**src/rtl/pwm_timer_pkg.sv**
```systemverilog
package pwm_timer_pkg;
  typedef enum logic [1:0] {
    PIN_OFF_A  = 2'b00,
    PIN_OFF_B  = 2'b01,
    PIN_TRUE   = 2'b10,
    PIN_INVERT = 2'b11
  } pin_mode_e;

  localparam int REG_THR   = 0;
  localparam int REG_FLAGS = 1;
  localparam int REG_COUNT = 2;
  localparam int REG_CTRL  = 3;

  localparam int CTL_SCHEME = 0;
  localparam int CTL_PIN_LO = 1;
  localparam int CTL_OVF_IE = 3;
  localparam int CTL_CMP_IE = 4;
  localparam int CTL_BITS   = 5;
endpackage

```
**src/rtl/pwm_counter.sv**
```systemverilog
module pwm_counter #(
  parameter int W = 8
) (
  input  logic         clk,
  input  logic         rst_n,
  input  logic         tick,
  input  logic         triangle,
  output logic [W-1:0] cnt_q,
  output logic [W-1:0] cnt_nxt,
  output logic         rising
);
  localparam logic [W-1:0] TOP = {W{1'b1}};

  logic dir_q, dir_nxt;

  // returns {direction of the following move, next count}
  function automatic logic [W:0] advance(input logic [W-1:0] c, input logic up,
                                         input logic tri_m);
    logic [W-1:0] n;
    logic         d;
    if (!tri_m) begin
      n = c + 1'b1;
      d = 1'b1;
    end else if (up && c != TOP) begin
      n = c + 1'b1;
      d = (n != TOP);
    end else if (up) begin
      n = TOP - 1'b1;
      d = 1'b0;
    end else begin
      n = c - 1'b1;
      d = (n == '0);
    end
    return {d, n};
  endfunction

  always_comb begin
    if (tick) {dir_nxt, cnt_nxt} = advance(cnt_q, dir_q, triangle);
    else      {dir_nxt, cnt_nxt} = {dir_q, cnt_q};
  end

  assign rising = dir_q;

  always_ff @(posedge clk or negedge rst_n) begin
    if (!rst_n) begin
      cnt_q <= '0;
      dir_q <= 1'b1;
    end else begin
      cnt_q <= cnt_nxt;
      dir_q <= dir_nxt;
    end
  end
endmodule

```
**src/rtl/pwm_thr_buf.sv**
```systemverilog
module pwm_thr_buf #(
  parameter int W = 8
) (
  input  logic         clk,
  input  logic         rst_n,
  input  logic         hold_we,
  input  logic [W-1:0] hold_d,
  input  logic         load,
  output logic [W-1:0] hold_q,
  output logic [W-1:0] act_q,
  output logic [W-1:0] act_nxt
);
  assign act_nxt = load ? hold_q : act_q;

  always_ff @(posedge clk or negedge rst_n) begin
    if (!rst_n) begin
      hold_q <= '0;
      act_q  <= '0;
    end else begin
      if (hold_we) hold_q <= hold_d;
      act_q <= act_nxt;
    end
  end
endmodule

```
**src/rtl/pwm_wave.sv**
```systemverilog
module pwm_wave #(
  parameter int W = 8
) (
  input  logic         clk,
  input  logic         rst_n,
  input  logic         tick,
  input  logic         triangle,
  input  logic         invert,
  input  logic         hit,
  input  logic         rising,
  input  logic [W-1:0] cnt_nxt,
  input  logic [W-1:0] thr_nxt,
  output logic         level_q
);
  localparam logic [W-1:0] TOP = {W{1'b1}};

  function automatic logic wrap_level(input logic [W-1:0] c, input logic [W-1:0] t,
                                      input logic inv);
    return (c <= t) ^ inv;
  endfunction

  function automatic logic tri_level(input logic [W-1:0] t, input logic up,
                                     input logic inv);
    if (t == '0)  return inv;
    if (t == TOP) return !inv;
    return (!up) ^ inv;
  endfunction

  always_ff @(posedge clk or negedge rst_n) begin
    if (!rst_n)                level_q <= 1'b0;
    else if (tick && !triangle) level_q <= wrap_level(cnt_nxt, thr_nxt, invert);
    else if (hit && triangle)   level_q <= tri_level(thr_nxt, rising, invert);
  end
endmodule

```
**src/rtl/pwm_timer.sv**
```systemverilog
module pwm_timer
  import pwm_timer_pkg::*;
#(
  parameter int W      = 8,
  parameter int ADDR_W = 2
) (
  input  logic              clk,
  input  logic              rst_n,
  input  logic              tick,
  input  logic              wr_en,
  input  logic [ADDR_W-1:0] wr_addr,
  input  logic [W-1:0]      wr_data,
  input  logic [ADDR_W-1:0] rd_addr,
  output logic [W-1:0]      rd_data,
  input  logic              gie,
  output logic              pwm_out,
  output logic              ovf_flag,
  output logic              cmp_flag,
  output logic              ovf_irq,
  output logic              cmp_irq
);
  localparam logic [W-1:0] TOP = {W{1'b1}};

  logic [CTL_BITS-1:0] ctrl_q;
  logic [W-1:0]        cnt_q, cnt_nxt, hold_q, act_q, act_nxt;
  logic                rising, level_q;
  logic                triangle, ovf_ie, cmp_ie;
  pin_mode_e           pin_mode;
  logic                ovf_evt, top_evt, load_evt, cmp_evt;
  logic                wr_thr, wr_flags, wr_ctrl;

  assign triangle = ctrl_q[CTL_SCHEME];
  assign pin_mode = pin_mode_e'(ctrl_q[CTL_PIN_LO +: 2]);
  assign ovf_ie   = ctrl_q[CTL_OVF_IE];
  assign cmp_ie   = ctrl_q[CTL_CMP_IE];

  assign wr_thr   = wr_en && (wr_addr == ADDR_W'(REG_THR));
  assign wr_flags = wr_en && (wr_addr == ADDR_W'(REG_FLAGS));
  assign wr_ctrl  = wr_en && (wr_addr == ADDR_W'(REG_CTRL));

  // named events for the checker
  assign ovf_evt  = tick && (cnt_nxt == '0);
  assign top_evt  = tick && (cnt_nxt == TOP);
  assign load_evt = triangle ? top_evt : ovf_evt;
  assign cmp_evt  = tick && (cnt_nxt == act_nxt);

  pwm_counter #(.W(W)) u_cnt (
    .clk(clk), .rst_n(rst_n), .tick(tick), .triangle(triangle),
    .cnt_q(cnt_q), .cnt_nxt(cnt_nxt), .rising(rising)
  );

  pwm_thr_buf #(.W(W)) u_thr (
    .clk(clk), .rst_n(rst_n), .hold_we(wr_thr), .hold_d(wr_data),
    .load(load_evt), .hold_q(hold_q), .act_q(act_q), .act_nxt(act_nxt)
  );

  pwm_wave #(.W(W)) u_wave (
    .clk(clk), .rst_n(rst_n), .tick(tick), .triangle(triangle),
    .invert(pin_mode == PIN_INVERT), .hit(cmp_evt), .rising(rising),
    .cnt_nxt(cnt_nxt), .thr_nxt(act_nxt), .level_q(level_q)
  );

  always_ff @(posedge clk or negedge rst_n) begin
    if (!rst_n) begin
      ctrl_q   <= '0;
      ovf_flag <= 1'b0;
      cmp_flag <= 1'b0;
    end else begin
      if (wr_ctrl) ctrl_q <= wr_data[CTL_BITS-1:0];
      ovf_flag <= ovf_evt || (ovf_flag && !(wr_flags && wr_data[0]));
      cmp_flag <= cmp_evt || (cmp_flag && !(wr_flags && wr_data[1]));
    end
  end

  always_comb begin
    case (rd_addr)
      ADDR_W'(REG_THR):   rd_data = hold_q;
      ADDR_W'(REG_FLAGS): rd_data = W'({cmp_flag, ovf_flag});
      ADDR_W'(REG_COUNT): rd_data = cnt_q;
      default:            rd_data = W'(ctrl_q);
    endcase
  end

  assign pwm_out = (pin_mode == PIN_TRUE || pin_mode == PIN_INVERT) ? level_q : 1'b0;
  assign ovf_irq = ovf_flag && ovf_ie && gie;
  assign cmp_irq = cmp_flag && cmp_ie && gie;
endmodule

```
**config.mk**
```make
export PLATFORM = sky130hd
export DESIGN_NAME = pwm_timer
export DESIGN_NICKNAME = d
export VERILOG_FILES = /design/src/rtl/pwm_timer_pkg.sv /design/src/rtl/pwm_counter.sv /design/src/rtl/pwm_thr_buf.sv /design/src/rtl/pwm_wave.sv /design/src/rtl/pwm_timer.sv
export SDC_FILE = /design/constraint.sdc
export NUM_CORES = 1
export LEC_CHECK = 0
export CORE_MARGIN = 8
export CORE_UTILIZATION = 45
export DETAILED_ROUTE_END_ITERATION = 8
export PLACE_DENSITY = 0.74
export SLEW_MARGIN = 20
export SYNTH_ARGS = -nofsm -noshare
export SYNTH_HDL_FRONTEND = slang
export SYNTH_SLANG_ARGS = --single-unit
```
**constraint.sdc**
```tcl
create_clock -name clk -period 4.3 [get_ports clk]
set_input_delay 0.86 -clock clk [delete_from_list [all_inputs] [get_ports clk]]
set_output_delay 0.86 -clock clk [all_outputs]
set_load 0.02 [all_outputs]
```
---- Word level (Yosys, flattened, before mapping) ----
Index checks and enable logic that the tools add are counted.
storage, ports and cells
  word-level logic and storage cells ...... 79
  register bits ........................... 33
  output and inout port bits .............. 13
  bits of input ports ..................... 17
operators by class
  $add $sub $neg .......................... 2
  multiplexer cells ....................... 24
  bitwise logic cells ..................... 2
  reduce and logical (&&, ||, !) cells .... 31
  $lt $le $gt $ge ......................... 1
  equal/unequal tests ..................... 11
operators by type and width
  kind                                                                 number
  8-bit two-way mux                                                    5
  8-bit zero test                                                      3
  8-bit one-hot mux with 3 select lines                                1
  1-bit two-way mux                                                    18
  1-bit logical AND                                                    17
  8-bit == test (second input constant)                                2
  8-bit != test (second input constant)                                2
  8-bit by 1-bit adder with 8-bit output (second input constant)       1
  2-bit == test (second input constant)                                4
  8-bit == test                                                        1
  8-bit less-or-equal comparator                                       1
  8-bit by 1-bit subtractor with 8-bit output (second input constant)  1
  1-bit zero test                                                      5
  2-bit by 1-bit == test with 1-bit output (second input constant)     2
  2-bit zero test                                                      2
  1-bit logical OR                                                     3
  2-bit nonzero test                                                   1
  1-bit XOR                                                            2

---- Longest topological paths before layout ----
Gate-level depths: netlist of run 1.
  depth after elaboration ................. 21
  depth in mapped cells ................... 22
  gate-level depth less buffers ........... 20

---- Modules after synthesis ----
Synthesis of run 1 repeated with hierarchy kept, for this count alone.
second synthesis, totals
  cells, all modules ...................... 240
  area total of the unflattened synthesis .. 2,369.8 um2
modules (own cells, without submodules)
  module       instances  cells an instance  area each (um2)  seq. area each (um2)
  pwm_counter  1          96                 785.8            226.5
  pwm_thr_buf  1          34                 663.1            400.4
  pwm_timer    1          65                 605.6            175.2
  pwm_wave     1          45                 315.3            25.0

---- Worst setup path before layout of run 1 ----
Ideal clock, no wire load.
  path kind ............................... input-to-reg
  start ................................... in tick
  end ..................................... reg u_wave.level_q
  data required time ...................... 4,180 ps
  arrival ................................. 4,570 ps
  library setup time ...................... 120 ps
  path buffers ............................ 3
  setup slack ............................. -390 ps
  cell stages on the path ................. 20
  path through ............................ buf_2 > buf_2 > o221a_1 > nor2_1 > a311oi_2 > nand4_1 > nor4_4 > nor2_2 > buf_6 > mux2_2 > inv_1 > ha_1 > nand3_1 > or3_1 > a211oi_1 > nor2_1 > nor4b_1 > nand2_1 > o22a_1 > and3_1
on the way
  longest elaborated chain between the ends .. 14
  elaborated cells on any way between the ends .. 28
  those cells by class .................... order compare: 1; eq/ne: 3; mux: 15; bitwise: 1; reduce/logical: 8
RTL lines
  what                                              line                              text
  start, declared                                   pwm_timer.sv:9                    input logic tick,
  8-bit two-way mux (*)                             pwm_counter.sv:38                 if (tick) {dir_nxt, cnt_nxt} = advance(cnt_q, dir_q, triangle);
  via cnt_nxt[2]                                    pwm_timer.sv:25                   logic [W-1:0] cnt_q, cnt_nxt, hold_q, act_q, act_nxt;
  8-bit == test or 8-bit zero test (tied branches)  pwm_timer.sv:43, pwm_timer.sv:42
  1-bit logical AND, on equally long branches       pwm_timer.sv:43, pwm_timer.sv:42
  1-bit two-way mux (*)                             pwm_timer.sv:44                   assign load_evt = triangle ? top_evt : ovf_evt;
  8-bit two-way mux (*)                             pwm_thr_buf.sv:13                 assign act_nxt = load ? hold_q : act_q;
  via act_nxt[5]                                    pwm_timer.sv:25
  8-bit == test                                     pwm_wave.sv:25                    if (t == TOP) return !inv;
  1-bit two-way mux (2 in a row)                    pwm_wave.sv:25
  1-bit two-way mux                                 pwm_wave.sv:32                    else if (hit && triangle) level_q <= tri_level(thr_nxt, rising, invert);
  1-bit two-way mux                                 pwm_wave.sv:31                    else if (tick && !triangle) level_q <= wrap_level(cnt_nxt, thr_nxt, invert);
  1-bit two-way mux                                 pwm_wave.sv:26                    return (!up) ^ inv;
  1-bit two-way mux                                 pwm_wave.sv:25
  1-bit two-way mux                                 pwm_wave.sv:32
  1-bit two-way mux                                 pwm_wave.sv:31
  end signal, assigned                              pwm_wave.sv:31
  end signal, assigned                              pwm_wave.sv:32
  end, declared                                     pwm_wave.sv:13                    output logic level_q
Mark *: on every way through the listed nets, which the timed path passes. The rest lies on a longest branch. The select of a mux whose other input is x is not followed.
A chain may end at the register's enable or synchronous reset.

---- Worst setup path after layout of run 1 ----
  start ................................... reg u_cnt.cnt_q[0]
  end ..................................... reg u_wave.level_q
on the way
  longest elaborated chain between the ends .. 18
  elaborated cells on any way between the ends .. 34
  those cells by class .................... add/sub: 2; order compare: 1; eq/ne: 4; mux: 18; bitwise: 1; reduce/logical: 8
RTL lines
  what                                                                          line                                  text
  start, declared                                                               pwm_counter.sv:8                      output logic [W-1:0] cnt_q,
  start signal, assigned                                                        pwm_counter.sv:49                     cnt_q <= cnt_nxt;
  8-bit by 1-bit subtractor with 8-bit output or 8-bit != test (tied branches)  pwm_counter.sv:31, pwm_counter.sv:24
  8-bit two-way mux or 1-bit logical AND (tied branches)                        pwm_counter.sv:27, pwm_counter.sv:24
  8-bit two-way mux                                                             pwm_counter.sv:24                     end else if (up && c != TOP) begin
  8-bit two-way mux (*)                                                         pwm_counter.sv:21                     if (!tri_m) begin
  8-bit two-way mux (*)                                                         pwm_counter.sv:38
  via cnt_nxt[4]                                                                pwm_timer.sv:25
  8-bit == test or 8-bit zero test (tied branches)                              pwm_timer.sv:43, pwm_timer.sv:42
  1-bit logical AND, on equally long branches                                   pwm_timer.sv:43, pwm_timer.sv:42
  [2 not listed]                                                                n/a
  8-bit == test                                                                 pwm_wave.sv:25
  1-bit two-way mux (2 in a row)                                                pwm_wave.sv:25
  1-bit two-way mux                                                             pwm_wave.sv:32
  1-bit two-way mux                                                             pwm_wave.sv:31
  1-bit two-way mux                                                             pwm_wave.sv:26
  1-bit two-way mux                                                             pwm_wave.sv:25
  1-bit two-way mux                                                             pwm_wave.sv:32
  1-bit two-way mux                                                             pwm_wave.sv:31
Marks and branches as above.

==> results.md, run 1 <==
- The worst pin sits at a relative slew slack of 0.624.
- From bottom edge to top edge, the die measures just over 90 um.
- The placed wire-length estimate is 6010 um.
- The internal power component is 0.988 mW.
- The analysis attributes to net switching a power of 0.615 mW.
- The total overflow left after global routing is 0.
- By area the synthesized netlist is led by sky130_fd_sc_hd__dfrtp_1 (31%), sky130_fd_sc_hd__mux2_2 (7.7%), sky130_fd_sc_hd__mux2i_1 (5.3%).
- The kind of capture point of the worst setup path is a flop.
- The critical path buffer and inverter count is 2.
- The actual transition at the worst max-transition pin is 562 ps.
- Setup repair after global routing could not meet its margin everywhere.
- The worst hold path belongs to the class reg2reg.
- The number of buffers created by CTS is 5.
- The portion of the clock cycle consumed by the worst path in the final layout is 1.05.
- The global placement routability congestion is slightly above 0.9.
- The library cell used as clock root buffer is sky130_fd_sc_hd__clkbuf_8.
- The number of hold violations in the final report is 0.
- Counting buffers and inverters, the worst setup path is 20 cells deep.
- The minimum period implied by the final worst setup slack is approximately 4500 ps.
- The fraction of registers with async set/reset is 1.00.
- The die is 92.3 um wide.
- The reg-to-reg startpoint is u_cnt.cnt_q[0]$_DFF_PN0_.
- The count of input and output buffers is 29.
- The number of placed I/O pins is 30.
- The main combinational cell family by area after synthesis is simple AND/OR/NAND/NOR gates.
- Of the total synthesized cell area, the portion taken by full adders, half adders and majority gates is 0.0468.
- The share of synthesized area in the top cell type comes to 0.305.
- The combinational cell fraction of total power is 0.494.
- The floorplan has 28 rows.
- The number of unique standard cell types used by synthesis is 67.
- The endpoint identified for the worst register-to-register timing path is u_wave.level_q$_DFFE_PN0P_.
- The initial antenna violation count is 0.
- TritonCTS built the clock tree.
- The leakage power total is around 1.6 nW.
- The number of pins with negative max-slew slack in the final report is 0.
- The initial utilization of the core area, before any placement, comes to 0.454.
- For this run, the register share of the synthesized area comes to 0.315.
- The share of total power dissipated in sequential elements is 0.317.
- After clock tree synthesis, the clock-pin slew on the worst setup and hold paths is 70 ps.
- STA classifies the critical path startpoint as a flop.
- The longest clock path from root to sink contains 2 buffers.
- The area growth from synthesis to layout is 40.5%.
- The checks that failed: negative setup slack.
- The number of H-tree levels is 2.
- The dominant delay contributor by cell family on the critical path is simple AND/OR/NAND/NOR gates.
- The critical path's largest stage delay is 440 ps.
- The critical path data arrival time is 4690 ps.
- For the worst setup path, the data required time is 4480 ps.
- The net count of the finished layout is between 300 and 400.
- The placeable core area is approximately 5800 um2.
- The dominant register cell in the synthesized netlist is sky130_fd_sc_hd__dfrtp_1.
- The average cell area after synthesis is 9.43 um2.
- Walking the worst path, the cells encountered are inv_4, ha_4, or3b_4, nor2_2, o21ai_1, a22o_2, a311oi_2, nor4b_4, nor2_4, buf_6, mux2i_4, ha_4, nand3_2, or3_1, a211oi_2, nor2_2, a211oi_2, a311oi_1, or4_1, and3_1.
- For this block, the initial DRC count from the detailed router was between 200 and 250.
- The synthesized-area fraction occupied by xor and xnor cells is 0.0134.
- The total placed cells including tap cells is 423.
- The flow ran to the end, but the final reports show violations.
- The proportion of layout cells with a drive suffix above 1 is 0.371.
- The sum of negative setup slack is -210 ps.
- For flop-to-flop paths, the worst setup slack is -210 ps.
- The clock latency reported for the late side of the worst-skew pair is 290 ps.
- Setup violations remaining at the end of the flow were counted as 1.
- After clock tree synthesis, the flow added hold-fix buffers numbering 0.
- The worst path setup slack after routing is -210 ps.
- Across the routed clock network, the largest skew measured is 9.77 ps.
- The post-synthesis instance area is approximately 2600 um2.
- The number of vias per cell is ~6.1.
- The overall die area is 8530 um2.
- The share of total power consumed by net switching is 0.384.
- The tool flagged a number of max-cap violations equal to 0.
- The type of the worst setup path is reg2reg.
- Based on the critical path, the design can be clocked at up to 0.222 GHz.
- The slowest stage of the critical path belongs to the cell sky130_fd_sc_hd__dfrtp_2.
- Of the total power, the clock network draws 0.189.
- The DRC violation count after routing is 0.
- The number of enable flip-flop cells after synthesis is 0.
- The total via count after detailed routing is 2694.
- The count of warnings emitted by yosys is 0.
- The first global-routing pass estimated 12900 um of wire.
- Measured on the finished design, the core utilization comes to 0.637.
- The maximum number of pins on one net before global-route repair is 34.
- The number of standard cells in the layout, taps in and fillers out is between 400 and 500.
- The first-pass iteration count of the detailed router is 5.
- The number of global-route vias before repair came to 2600.
- The synthesis-stage register bit count is 33.
- Of the total synthesized cell area, the portion taken by AND, OR, NAND and NOR gates is 0.238.
- The detailed-route wire length per cell is ~19 um.
- The worst register-to-register path has a depth of 20.
- The compound-cell area share of the yosys netlist is 0.174.
- Fill cells in the final layout number 456.
- The startpoint identified for the worst hold timing path is u_cnt.rising$_DFFE_PN1P_.
- The remaining antenna violation count is 0.
- Of all nets on the critical path, the largest fanout is 4.
- The number of standard cells after synthesis is 278.
- CTS saw 33 sinks.
- The routed wire length is 8410 um.
- The worst hold-check slack is 537 ps.
- For this run, the total global-route usage over all layers was measured as 0.189.
- The launching element of the worst setup path is u_cnt.cnt_q[0]$_DFF_PN0_.
- The total power divided by cell area is 435 nW/um2.
- The number of nets handed over by synthesis was 304.
- The capturing instance or port of the critical path is u_wave.level_q$_DFFE_PN0P_.
- Total power for the finished layout comes to 1.60 mW.
- Summed over all instances, the cell type with the most area after synthesis is sky130_fd_sc_hd__dfrtp_1.
- The worst-case IR drop observed on VDD is roughly 0.37 mV.
- The share of cell area taken by muxes after synthesis is 0.148.
- The antenna diode count is 0.
## synthesized netlist by cell type (all sizes together), types with 9 or more instances
library cell and number:
buf 12, nor2 21, mux2i 14, ha 9
dfrtp 32, nand4 11, o21ai 14, a21oi 12
mux2 18, inv 20, nand2 22, nand3 10
## power by group through the flow
stage / Clock (mW) / Sequential (mW) / Combinational (mW)
detailed placement: 0 / 0.499 / 0.696
CTS: 0.308 / 0.494 / 0.739
global placement: 0 / 0.497 / 0.679
floorplan: 0 / 0.476 / 0.418
finish: 0.303 / 0.508 / 0.793
global route: 0.317 / 0.519 / 0.853
## cells by family (layout without fill, tap and decap cells)
logic type | count (synthesis) | in the layout
XOR/XNOR | 4 | 4
AO/OA/AOI/OAI | 58 | 58
flip-flops | 33 | 33
buffers and inverters | 36 | 125
adder cells (fa/ha/maj) | 10 | 10
AND/OR/NAND/NOR | 103 | 103
multiplexers | 34 | 34
## final cells by class
| class | instances | area [um2] | area share |
|---|---|---|---|
| Clock buffer | 7 | 86.3 | 0.0234 |
| Sequential cell | 33 | 830 | 0.225 |
| Clock inverter | 1 | 30.0 | 0.00815 |
| Tap cell | 75 | 93.8 | 0.0255 |
| Inverter | 20 | 77.6 | 0.0211 |
| Multi-Input combinational cell | 209 | 1760 | 0.478 |
| Timing Repair Buffer | 97 | 807 | 0.219 |
## state kept, by name, indices dropped and copies added, names as in the netlist
signal,count
ctrl_q,5
u_cnt.cnt_q,8
u_thr.act_q,8
cmp_flag,1
u_cnt.rising,1
ovf_flag,1
u_wave.level_q,1
u_thr.hold_q,8
## worst reg2reg max path, stage by stage, from the launching register on
cell and delay [ps]:
sky130_fd_sc_hd__dfrtp_2 440, sky130_fd_sc_hd__inv_4 70, sky130_fd_sc_hd__ha_4 120, sky130_fd_sc_hd__or3b_4 410
sky130_fd_sc_hd__nor2_2 100, sky130_fd_sc_hd__o21ai_1 80, sky130_fd_sc_hd__a22o_2 280, sky130_fd_sc_hd__a311oi_2 270
sky130_fd_sc_hd__nor4b_4 360, sky130_fd_sc_hd__nor2_4 90, sky130_fd_sc_hd__buf_6 140, sky130_fd_sc_hd__mux2i_4 190
sky130_fd_sc_hd__ha_4 280, sky130_fd_sc_hd__nand3_2 60, sky130_fd_sc_hd__or3_1 320, sky130_fd_sc_hd__a211oi_2 230
sky130_fd_sc_hd__nor2_2 80, sky130_fd_sc_hd__a211oi_2 200, sky130_fd_sc_hd__a311oi_1 100, sky130_fd_sc_hd__or4_1 410
sky130_fd_sc_hd__and3_1 180
## worst min path at each step
stage | endpoint | depth (start not counted)
CTS | ctrl_q[1]$_DFFE_PN0P_ | 1
detailed placement | ctrl_q[1]$_DFFE_PN0P_ | 1
global route | u_cnt.rising$_DFFE_PN1P_ | 2
finish | u_cnt.rising$_DFFE_PN1P_ | 2
global placement | ctrl_q[4]$_DFFE_PN0P_ | 1
floorplan | ctrl_q[3]$_DFFE_PN0P_ | 1
## placed cells by master (no fill, tap or decap), types with 3 or more instances in the layout
cell type,count
sky130_fd_sc_hd__o21ai_1,3
sky130_fd_sc_hd__nand3_2,3
sky130_fd_sc_hd__nand2_1,21
sky130_fd_sc_hd__ha_4,3
sky130_fd_sc_hd__nand4_1,10
sky130_fd_sc_hd__dfrtp_1,30
sky130_fd_sc_hd__buf_6,3
sky130_fd_sc_hd__and3_1,8
sky130_fd_sc_hd__nor4_1,5
sky130_fd_sc_hd__o21ai_0,9
sky130_fd_sc_hd__a21oi_1,10
sky130_fd_sc_hd__mux2_2,17
sky130_fd_sc_hd__xnor2_1,4
sky130_fd_sc_hd__nor2b_1,3
sky130_fd_sc_hd__nand3_1,7
sky130_fd_sc_hd__nor3_1,5
sky130_fd_sc_hd__mux2i_1,13
sky130_fd_sc_hd__buf_4,65
sky130_fd_sc_hd__clkdlybuf4s50_1,28
sky130_fd_sc_hd__ha_1,6
sky130_fd_sc_hd__clkbuf_8,6
sky130_fd_sc_hd__inv_1,16
sky130_fd_sc_hd__inv_2,3
sky130_fd_sc_hd__nor2_1,18
## routing by layer
layer / global-route usage / up-vias / part of all wire
met1: 0.232 / 1324 / 0.40
met3: 0.0348 / 29 / 0.068
met5: 0 / - / 0
li1: - / 1208 / -
met4: 0.0832 / 0 / 0.032
met2: 0.315 / 133 / 0.50
## per-stage QoR
stage,setup WS [ps],instance area [um2]
after floorplan,-201,2670
after global placement,-762,3380
after detailed placement,-822,3380
after CTS,-190,3580
after global routing,-327,3680
final,-210,3680
## repair_timing
action	CTS	global route
setup buffers	6	7
endpoints found under the setup margin	2	2
gates resized for setup	13	15
cloned	0	0
pin swaps	11	6
Note: power is estimated with default switching activity, not from simulation.
==> run 2: changes to the inputs <==
- GPL_ROUTABILITY_DRIVEN: unset -> 0
==> run 2 against run 1 <==
The run still ends with negative setup slack left. Sequential share of layout area about the same. Clock power hardly changed. Sequential power hardly changed. Highest routed layer unchanged. Setup slack gained 14 ps. Via count decreased by 1.8%. Routed wire length down 4.8%. Flip-flop and latch count stayed put. Utilization about the same. Combinational power grew 2%. Largest power group unchanged. Cell area about the same. Critical endpoint unchanged. Register-to-register slack hardly changed. Clock skew is 6.5 ps lower.
==> results.md, run 2 (synthesized netlist as in run 1, its figures left out) <==
- After detailed routing, the average wire length per cell comes to between 15 and 20 um.
- In this run the worst path has a maximum fanout of 5.
- The worst path setup slack after routing is -196 ps.
- The top cell types in the final layout, fill and taps aside, are sky130_fd_sc_hd__buf_4 (61), sky130_fd_sc_hd__dfrtp_1 (31), sky130_fd_sc_hd__clkdlybuf4s50_1 (28), sky130_fd_sc_hd__nand2_1 (20), sky130_fd_sc_hd__nor2_1 (18).
- The overall die height is 92.3 um.
- The remaining antenna violation count is 0.
- The number of buffers created by CTS is 5.
- The count of input and output buffers is 29.
- The kind of cell with the highest combined delay along the critical path is simple AND/OR/NAND/NOR gates.
- The library cell used as clock root buffer is sky130_fd_sc_hd__clkbuf_8.
- CTS saw 33 sinks.
- The actual transition at the worst max-transition pin is 561 ps.
- For the finished layout, the period the worst path requires is 4500 ps.
- The total routing usage reported by global routing is 0.186.
- For this design, the slowest cell found on the critical path is sky130_fd_sc_hd__dfrtp_1.
- After global routing the overflow that remains totals 0.
- The worst setup path is captured at a flop.
- The number of global-route vias before repair is 2619.
- The placed wire-length estimate is 5910 um.
- In the routed layout, each cell is associated on average with a via count of 6.03.
- After floorplanning, the core was sized to cover 5780 um2.
- The net count of the finished layout is about 390.
- Setup repair after global routing could not meet its margin everywhere.
- The number of maximum-capacitance violations is 0.
- The number of H-tree levels is 2.
- The maximum number of pins on one net before global-route repair is 34.
- The required time of the critical path is 4480 ps.
- The clock latency reported for the late side of the worst-skew pair is between 200 and 300 ps.
- The critical path's largest stage delay is roughly 420 ps.
- The flow ran to the end, but the final reports show violations.
- The first detailed-routing pass ran for 4 iterations.
- The final standard cell utilization of the core is 0.638.
- The final reports fail on negative setup slack.
- The filler cell count in the final layout is about 480.
- The nature of the critical path startpoint is a flop.
- The largest registers in the layout are u_cnt.cnt_q (8), u_thr.act_q (8), u_thr.hold_q (8).
- The first global-routing pass estimated 12900 um of wire.
- Walking the worst path, the cells encountered are inv_2, ha_4, or3b_4, nor4_4, a21oi_2, a2bb2oi_4, nand4bb_4, nor4b_4, nor2_4, buf_6, mux2i_4, ha_4, nand3_2, or3_4, a211oi_2, nor2_2, a211oi_2, a311oi_1, or4_1, and3_1.
- The total power divided by cell area is 439 nW/um2.
- TritonCTS built the clock tree.
- The die covers 8530 um2.
- The starting density of the core is 0.454.
- The design draws between 1.5 and 2 mW.
- The critical path buffer and inverter count is 2.
- For this run, design rule violations remaining after detail routing come to 0.
- The number of placed instances, taps included, is 424.
- The fmax is 0.222 GHz.
- The final layout contains routed wiring with a total length of 8010 um.
- The number of placed I/O pins is 30.
- The worst clock skew on the final layout is 3.32 ps.
- Data arrives at the worst endpoint at 4680 ps.
- The sum of negative setup slack is -196 ps.
- The type of the worst setup path is reg2reg.
- The type of the most critical hold path is reg2reg.
- The number of standard cells in the layout, taps in and fillers out is 439.
- The final count of negative-setup-slack endpoints is 1.
- The peak ir drop on the vdd network is approximately 0.32 mV.
- The antenna diode count is 0.
- The layout overhead on the synthesized area is 40.6%.
- The detailed router placed 2645 vias in this run.
- The most common cell after layout, fill and taps aside is sky130_fd_sc_hd__buf_4.
- The floorplan has 28 rows.
- For this block, the initial DRC count from the detailed router was between 150 and 200.
- The number of pins with negative max-slew slack in the final report came to 0.
- The post-CTS clock slew at the launch and capture registers of the worst setup and hold paths is 70 ps.
- The clock passes through at most 2 buffers.
- From left edge to right edge, the die measures 92.3 um.
- The proportion of layout cells with a drive suffix above 1 is 0.374.
- The initial antenna violation count is 0.
- The number of hold violations in the final report was 0.
- The relative slew slack is 0.625.
- For this design the static power due to leakage is 1.62 nW.
- The portion of the clock cycle consumed by the worst path in the final layout is 1.05.
- The worst setup timing slack at the placement stage is -677 ps.
==> run 2: cell types whose count changed in the layout (fill, tap and decap cells not counted), sizes merged <==
cell    delta
buf        -4
clkbuf     +1
==> run 2: worst reg2reg max path: cells and delay by family, from the launching register on <==
kind                       cells  cell delay [ps]
AOI/OAI and AO/OA              5              740
and+or+nand+nor               10             2380
buffers and inverters          2              250
DFF                            1              420
muxes                          1              190
adders and majority gates      2              420
==> run 2: per-stage QoR <==
| stage | hold slack (ps) | cell area [um2] |
|---|---|---|
| after floorplan | 494 | 2670 |
| after global placement | 513 | 3390 |
| after detailed placement | 525 | 3390 |
| after CTS | 540 | 3540 |
| after global routing | 565 | 3690 |
| final | 541 | 3690 |
==> run 2: area by class of cell <==
class	instances	area, um2	share of cell area
Clock buffer	7	86.3	0.0234
Clock inverter	1	30.0	0.00814
Inverter	20	77.6	0.0210
Multi-Input combinational cell	209	1780	0.484
Sequential cell	33	828	0.225
Tap cell	75	93.8	0.0254
Timing Repair Buffer	94	788	0.214
==> run 2: per-layer routing <==
layer / vias to the layer above / global-route usage / routed length [um]
li1: 1203 / - / -
met1: 1301 / 0.226 / 3280
met2: 122 / 0.321 / 4050
met3: 19 / 0.0316 / 457
met4: 0 / 0.0738 / 216
met5: - / 0 / 0
==> run 2: power by group <==
group          leakage, nW  switching [mW]  internal [mW]
Sequential           0.404           0.113          0.393
Clock               0.0585           0.113          0.189
Combinational         1.16           0.388          0.423
==> run 2: path summary, 6_finish.rpt <==
check,from,endpoint,slack (ps),cells past startpoint
setup / recovery,u_cnt.cnt_q[1]$_DFF_PN0_,u_wave.level_q$_DFFE_PN0P_,-200,20
hold / removal,ctrl_q[4]$_DFFE_PN0P_,ctrl_q[4]$_DFFE_PN0P_,540,1
setup reg to reg,u_cnt.cnt_q[1]$_DFF_PN0_,u_wave.level_q$_DFFE_PN0P_,-200,20
hold reg to reg,ctrl_q[4]$_DFFE_PN0P_,ctrl_q[4]$_DFFE_PN0P_,540,1
max in group asynchronous,rst_n,u_cnt.rising$_DFFE_PN1P_,3000,2
min in group asynchronous,rst_n,u_thr.act_q[5]$_DFF_PN0_,960,2
==> run 2: what timing repair did <==
| action | CTS | global route |
|---|---|---|
| gates cloned | 0 | 0 |
| endpoints found under the setup margin | 2 | 2 |
| hold buffers | 0 | 0 |
| pin swaps | 6 | 8 |
| resized for setup | 4 | 27 |
| buffers inserted | 3 | 5 |
==> run 3: changes to the inputs <==
- SLEW_MARGIN: 20 -> unset
==> results of run 3 <==
Final layout, timing and power as in run 2 (identical DEF).
